File: src/rtl/cs_decode.sv
module cs_decode #(
  parameter logic [9:0] BOOT_CTL = 10'h0BF
) (
  input  logic        clk,
  input  logic        rst_n,
  input  logic        reg_we,
  input  logic [4:0]  reg_addr,
  input  logic [31:0] reg_wdata,
  output logic [31:0] reg_rdata,
  input  logic        req_valid,
  input  logic [31:0] req_addr,
  input  logic        req_write,
  input  logic [1:0]  req_size,
  input  logic [2:0]  req_type,
  input  logic        ext_ack,
  output logic [7:0]  cs_n,
  output logic        ack,
  output logic [1:0]  port_w,
  output logic [4:0]  beats,
  output logic        burst,
  output logic        be_act
);
  localparam int NCH = 8;

  logic [15:0] base_q [NCH];
  logic [15:0] mhi_q  [NCH];
  logic [6:0]  mlo_q  [NCH];
  logic [9:0]  ctl_q  [NCH];
  logic [7:0]  shb_q;

  logic [2:0] wch;
  logic [1:0] wfld;
  assign wch  = reg_addr[4:2];
  assign wfld = reg_addr[1:0];

  always_ff @(posedge clk or negedge rst_n) begin
    if (!rst_n) begin
      for (int c = 0; c < NCH; c++) begin
        base_q[c] <= '0;
        mhi_q[c]  <= '0;
        mlo_q[c]  <= '0;
        ctl_q[c]  <= (c == 0) ? BOOT_CTL : '0;
      end
      shb_q <= '0;
    end else if (reg_we) begin
      case (wfld)
        2'd0: base_q[wch] <= reg_wdata[15:0];
        2'd1: begin
          mhi_q[wch] <= reg_wdata[31:16];
          mlo_q[wch] <= {reg_wdata[6] & (wch == 3'd0 || wch == 3'd1 || wch == 3'd7),
                         reg_wdata[5:0]};
        end
        2'd2: ctl_q[wch] <= reg_wdata[9:0];
        default: if (wch == 3'd0) shb_q <= reg_wdata[7:0];
      endcase
    end
  end

  always_comb begin
    case (wfld)
      2'd0:    reg_rdata = {16'h0, base_q[wch]};
      2'd1:    reg_rdata = {mhi_q[wch], 9'h0, mlo_q[wch]};
      2'd2:    reg_rdata = {22'h0, ctl_q[wch]};
      default: reg_rdata = (wch == 3'd0) ? {24'h0, shb_q} : 32'h0;
    endcase
  end

  logic [NCH-1:0] hit;
  logic [15:0]    eff_base;
  logic           type_rej;

  always_comb begin
    hit      = '0;
    eff_base = '0;
    type_rej = 1'b0;
    for (int c = 0; c < NCH; c++) begin
      eff_base = (c < 2) ? base_q[c] : {shb_q, base_q[c][7:0]};
      case (req_type)
        3'd0:    type_rej = mlo_q[c][2];
        3'd1:    type_rej = mlo_q[c][3];
        3'd2:    type_rej = mlo_q[c][4];
        3'd3:    type_rej = mlo_q[c][5];
        3'd4:    type_rej = mlo_q[c][6];
        default: type_rej = 1'b1;
      endcase
      hit[c] = (c == 0 && !mlo_q[0][0]) ||
               (mlo_q[c][0] && (((req_addr[31:16] ^ eff_base) & ~mhi_q[c]) == 16'h0) &&
                !type_rej && !(req_write && mlo_q[c][1]));
    end
  end

  logic [2:0] win;
  always_comb begin
    win = '0;
    for (int c = NCH - 1; c >= 0; c--)
      if (hit[c]) win = c[2:0];
  end

  logic [9:0] wctl;
  logic [1:0] pw_l;
  logic [2:0] sz_l;
  logic       big;
  assign wctl = ctl_q[win];
  assign pw_l = (wctl[6:5] == 2'b00) ? 2'd2 : (wctl[6:5] == 2'b01) ? 2'd0 : 2'd1;
  assign sz_l = (req_size == 2'd3) ? 3'd4 : {1'b0, req_size};
  assign big  = sz_l > {1'b0, pw_l};

  logic       active_q, la_q;
  logic [3:0] cnt_q;
  logic       done;

  assign ack  = active_q && la_q && (cnt_q == 4'd0);
  assign done = ack || (active_q && !la_q && ext_ack);

  always_ff @(posedge clk or negedge rst_n) begin
    if (!rst_n) begin
      active_q <= 1'b0;
      la_q     <= 1'b0;
      cnt_q    <= '0;
      cs_n     <= '1;
      port_w   <= '0;
      beats    <= '0;
      burst    <= 1'b0;
      be_act   <= 1'b0;
    end else if (!active_q) begin
      if (req_valid && |hit) begin
        active_q <= 1'b1;
        la_q     <= wctl[4];
        cnt_q    <= wctl[3:0];
        cs_n     <= ~(8'd1 << win);
        port_w   <= pw_l;
        beats    <= big ? (5'd1 << (sz_l - {1'b0, pw_l})) : 5'd1;
        burst    <= big && (req_write ? wctl[9] : wctl[8]);
        be_act   <= req_write || wctl[7];
      end
    end else if (done) begin
      active_q <= 1'b0;
      cs_n     <= '1;
      port_w   <= '0;
      beats    <= '0;
      burst    <= 1'b0;
      be_act   <= 1'b0;
    end else if (cnt_q != 4'd0) begin
      cnt_q <= cnt_q - 4'd1;
    end
  end

  assert_one_select_R6: assert property (@(posedge clk) disable iff (!rst_n)
    $onehot0(~cs_n));
  assert_ack_single_R9: assert property (@(posedge clk) disable iff (!rst_n)
    ack |=> !ack);
  assert_release_after_ack_R7: assert property (@(posedge clk) disable iff (!rst_n)
    ack |=> (&cs_n));
  assert_wait_countdown_R7: assert property (@(posedge clk) disable iff (!rst_n)
    (active_q && la_q && cnt_q != 4'd0) |=> (cnt_q == $past(cnt_q) - 4'd1));
  assert_select_held_R9: assert property (@(posedge clk) disable iff (!rst_n)
    (active_q && !done) |=> ($stable(cs_n) && $stable(beats)));
endmodule

File: config.mk
export PLATFORM = sky130hd
export DESIGN_NAME = cs_decode
export DESIGN_NICKNAME = d
export VERILOG_FILES = /design/src/rtl/cs_decode.sv
export SDC_FILE = /design/constraint.sdc
export NUM_CORES = 1
export LEC_CHECK = 0
export BUFFER_PORTS_ARGS = -buffer_cell sky130_fd_sc_hd__buf_2
export CORE_MARGIN = 3
export CORE_UTILIZATION = 62
export DETAILED_ROUTE_END_ITERATION = 10
export PLACE_DENSITY_LB_ADDON = 0.15
export SLEW_MARGIN = 40
export SYNTH_ARGS = -nofsm -noshare
export SYNTH_HDL_FRONTEND = slang
export SYNTH_SLANG_ARGS = --single-unit
export TNS_END_PERCENT = 100
File: constraint.sdc
create_clock -name clk -period 9.2 [get_ports clk]
set_input_delay 0.46 -clock clk [delete_from_list [all_inputs] [get_ports clk]]
set_output_delay 0.46 -clock clk [all_outputs]
set_load 0.02 [all_outputs]
==> metrics.txt <==
Hold WC Path Type in -> reg; minimum clock period 5850 ps; clock skew 15.3 ps; Crit Reg-Reg Endpoint beats[4]$_DFFE_PN0P_; P_leak 10.3 nW; CP endpoint kind flip-flop; share of layout cells above drive strength 1 36.8%; Rows 67; Worst-Skew Late Latency 580 ps; Clock power frac 32.2%; WL final 75500 um; DR vias 17300; endpoints failing setup 0; Die Wd 193 um; Switching Power 1.80 mW; Post-Syn Nets 1906; # IOs 130; CP peak stage delay 700 ps; unrepaired setup endpoints after global routing no; Critical Path RT 9690 ps; Crit-path slowest cell xnor2_2; total power draw 5.68 mW; Final HPWL DP 50200 um; Hold Startpoint reg_wdata[12]; total die area 37300 um2; TritonCTS clock tree done; max_slew headroom 42.7%; Final Cycle Share 63.6%; Final nets 1973; crit start category flip-flop; synthesized cell area 21700 um2; flop2flop setup slack 3350 ps; number of max-cap violations 0; mean post-synth cell area 11.9 um2; Worst Reg2Reg Path Length in Cells 14; DRT iter0 DRCs 2255; Crit path arrival time 6340 ps; Comb pwr share 21.8%; status completed; IO buf count 113; antenna violations before repair 7; number of synthesized flops with an enable pin 0; fillers 2492; Initial Util 63.8%; Max Fanout on Critical Path 18; die height 193 um; hold path endpoint base_q[92]$_DFFE_PN0P_; ys flop type dfrtp_1; switching share of total power 31.7%; final setup TNS 0 ps; first-pass GRT wire length 111000 um; Setup WS post-layout 3350 ps; largest net degree at the start of global routing 96; Worst Hold Depth 2; total global-route track usage 40.7%; crit path buf inv count 0; power density over cell area 235 nW/um2; Worst-Margin Slew 857 ps; RR Startpoint shb_q[0]$_DFFE_PN0P_; # DRC 0; placed instance area 22700 um2; drt via density 7.28; Mapped Cells 1821; Layout area overhead 11.5%; TritonCTS Buffers 45; sequential-to-total area share from yosys stat 48.9%; worst-case clock buffer depth 3; clk sinks 423; GPL Wtd Cong 1.02; WL/cell 31.8 um; CP Cell Sequence xnor2_2 > o22ai_1 > a211oi_1 > nand4_1 > a211oi_2 > o21ai_4 > nand2_2 > a21boi_1 > o31ai_1 > nor2_1 > fa_1 > nand2_1 > or4b_2 > o21ai_0; Final Hold Viols 0; post-route cell area 24200 um2; Core Footprint 34000 um2; CP top delay family compound AO/OA/AOI/OAI gates; vias in the first global route 17200; Synth warnings 0; remaining antenna violation count 0; Worst IR Drop VDD 0.174 mV; H-tree depth 2; Core Util, Final 71.1%; Crit Path Category reg -> reg; Yosys reg bits 423; Pins Over Slew Limit 0; Cell Int Power 3.88 mW; Unique masters post-synth 98; root buffer cell clkbuf_16; Placement Setup Slack 3500 ps; first-pass detailed-route iteration total 8; clock-pin slew on the worst setup and hold paths 60 ps; fmax 0.171 GHz; GRT overflow 0; Flop pwr share 46.0%; FFs w/ async S/R, synth 100%
## metrics by stage
step	hold slack, ps	cells
floorplan	164	1821
global placement	458	2286
detailed placement	461	2288
CTS	193	2371
global route	224	2372
finish	213	2374
## how the worst max path moves through the flow
stage	startpoint	to	slack, ps	cells past startpoint
2_1_floorplan	req_addr[23]	beats[4]$_DFFE_PN0P_	4870	15
3_3_place_gp	req_type[0]	beats[4]$_DFFE_PN0P_	3510	15
3_5_place_dp	req_addr[24]	beats[4]$_DFFE_PN0P_	3500	15
4_1_cts	shb_q[0]$_DFFE_PN0P_	beats[4]$_DFFE_PN0P_	3660	14
5_1_grt	shb_q[0]$_DFFE_PN0P_	beats[4]$_DFFE_PN0P_	3390	14
6_report	shb_q[0]$_DFFE_PN0P_	beats[4]$_DFFE_PN0P_	3350	14
## final cells by class
cell class / instances / area [um2] / area share (%)
inverter: 14 / 52.6 / 0.217
clock inverter: 6 / 58.8 / 0.243
antenna: 3 / 7.51 / 0.0310
clock buffer: 76 / 1420 / 5.85
sequential: 423 / 10600 / 43.8
tap: 448 / 561 / 2.32
multi-input combinational: 1256 / 10600 / 43.8
timing repair buffer: 148 / 901 / 3.72
## layer usage
layer  track usage, %  share of wire (%)
met1             55.5                 38
met2             59.6                 44
met3             12.2                 12
met4             20.1                5.4
met5                0              0.058
## repair_timing
action / CTS / global route
endpoints found under the hold margin: 89 / 0
hold buffers: 1 / 0
buffers inserted: 0 / 0
gates resized for setup: 0 / 0
## sequential cells by signal, summed over array words and instances (netlist names), 2 cells and up
signal	count
base_q	128
cs_n	8
port_w	2
shb_q	8
cnt_q	4
beats	5
ctl_q	80
mhi_q	128
mlo_q	56
## power by group through the flow
stage / logic [mW] / clock network (mW) / registers (mW)
final: 1.24 / 1.83 / 2.61
after global routing: 1.32 / 1.91 / 2.65
after CTS: 1.21 / 1.84 / 2.59
after detailed placement: 1.20 / 0 / 2.62
after global placement: 1.16 / 0 / 2.60
after floorplan: 0.825 / 0 / 2.50
## cells in the mapped netlist, types with 16 or more instances
master | instances | area (um2)
o21ai_0 | 42 | 210
nor2_1 | 63 | 236
nand2_1 | 76 | 285
nand3_1 | 28 | 140
clkbuf_1 | 99 | 372
nor4_1 | 17 | 106
a41oi_1 | 24 | 210
nor2b_1 | 18 | 113
a21oi_1 | 38 | 190
dfrtp_1 | 408 | 10200
xnor2_1 | 81 | 709
nand4_1 | 18 | 113
mux2i_1 | 19 | 190
mux2_2 | 410 | 4620
o22ai_1 | 66 | 413
a22oi_1 | 146 | 1100
a22o_1 | 16 | 140
## cell usage in the layout, fill, tap and decap left out, types with 5 or more instances in the layout
cell       synthesis  final
a211oi_1          12     12
a21oi_1           38     38
a221oi_1          13     13
a22o_1            16     16
a22oi_1          146    146
a31oi_1            7      7
a41oi_1           24     24
and2_1             8      5
and3_1             8      7
buf_2             12    112
buf_4              2     29
clkbuf_1          99     16
clkbuf_16          0     47
clkbuf_8           2     13
dfrtp_1          408    408
dfstp_2           15     15
inv_1             14     14
mux2_2           410    410
mux2i_1           19     19
nand2_1           76     68
nand2_2            1      9
nand2b_1           9      9
nand3_1           28     28
nand3b_1          10     10
nand4_1           18     18
nand4b_1           5      5
nor2_1            63     53
nor2_2             0      6
nor2b_1           18     16
nor3_1            11     10
nor4_1            17     15
o2111ai_1          5      5
o21ai_0           42     42
o21ai_1            5      5
o22ai_1           66     66
o31ai_1            5      5
xnor2_1           81     80
xnor2_2            7      8
## cell families after synthesis
logic type | Yosys count | synth area share [%]
AOI/OAI and AO/OA | 435 | 14.6
muxes | 434 | 22.5
DFF | 423 | 48.9
and+or+nand+nor | 293 | 7.05
buffers and inverters | 142 | 2.82
xor gates and xnor gates | 89 | 3.83
adders and majority gates | 5 | 0.323
No activity file was read; power rests on OpenSTA's default activity.
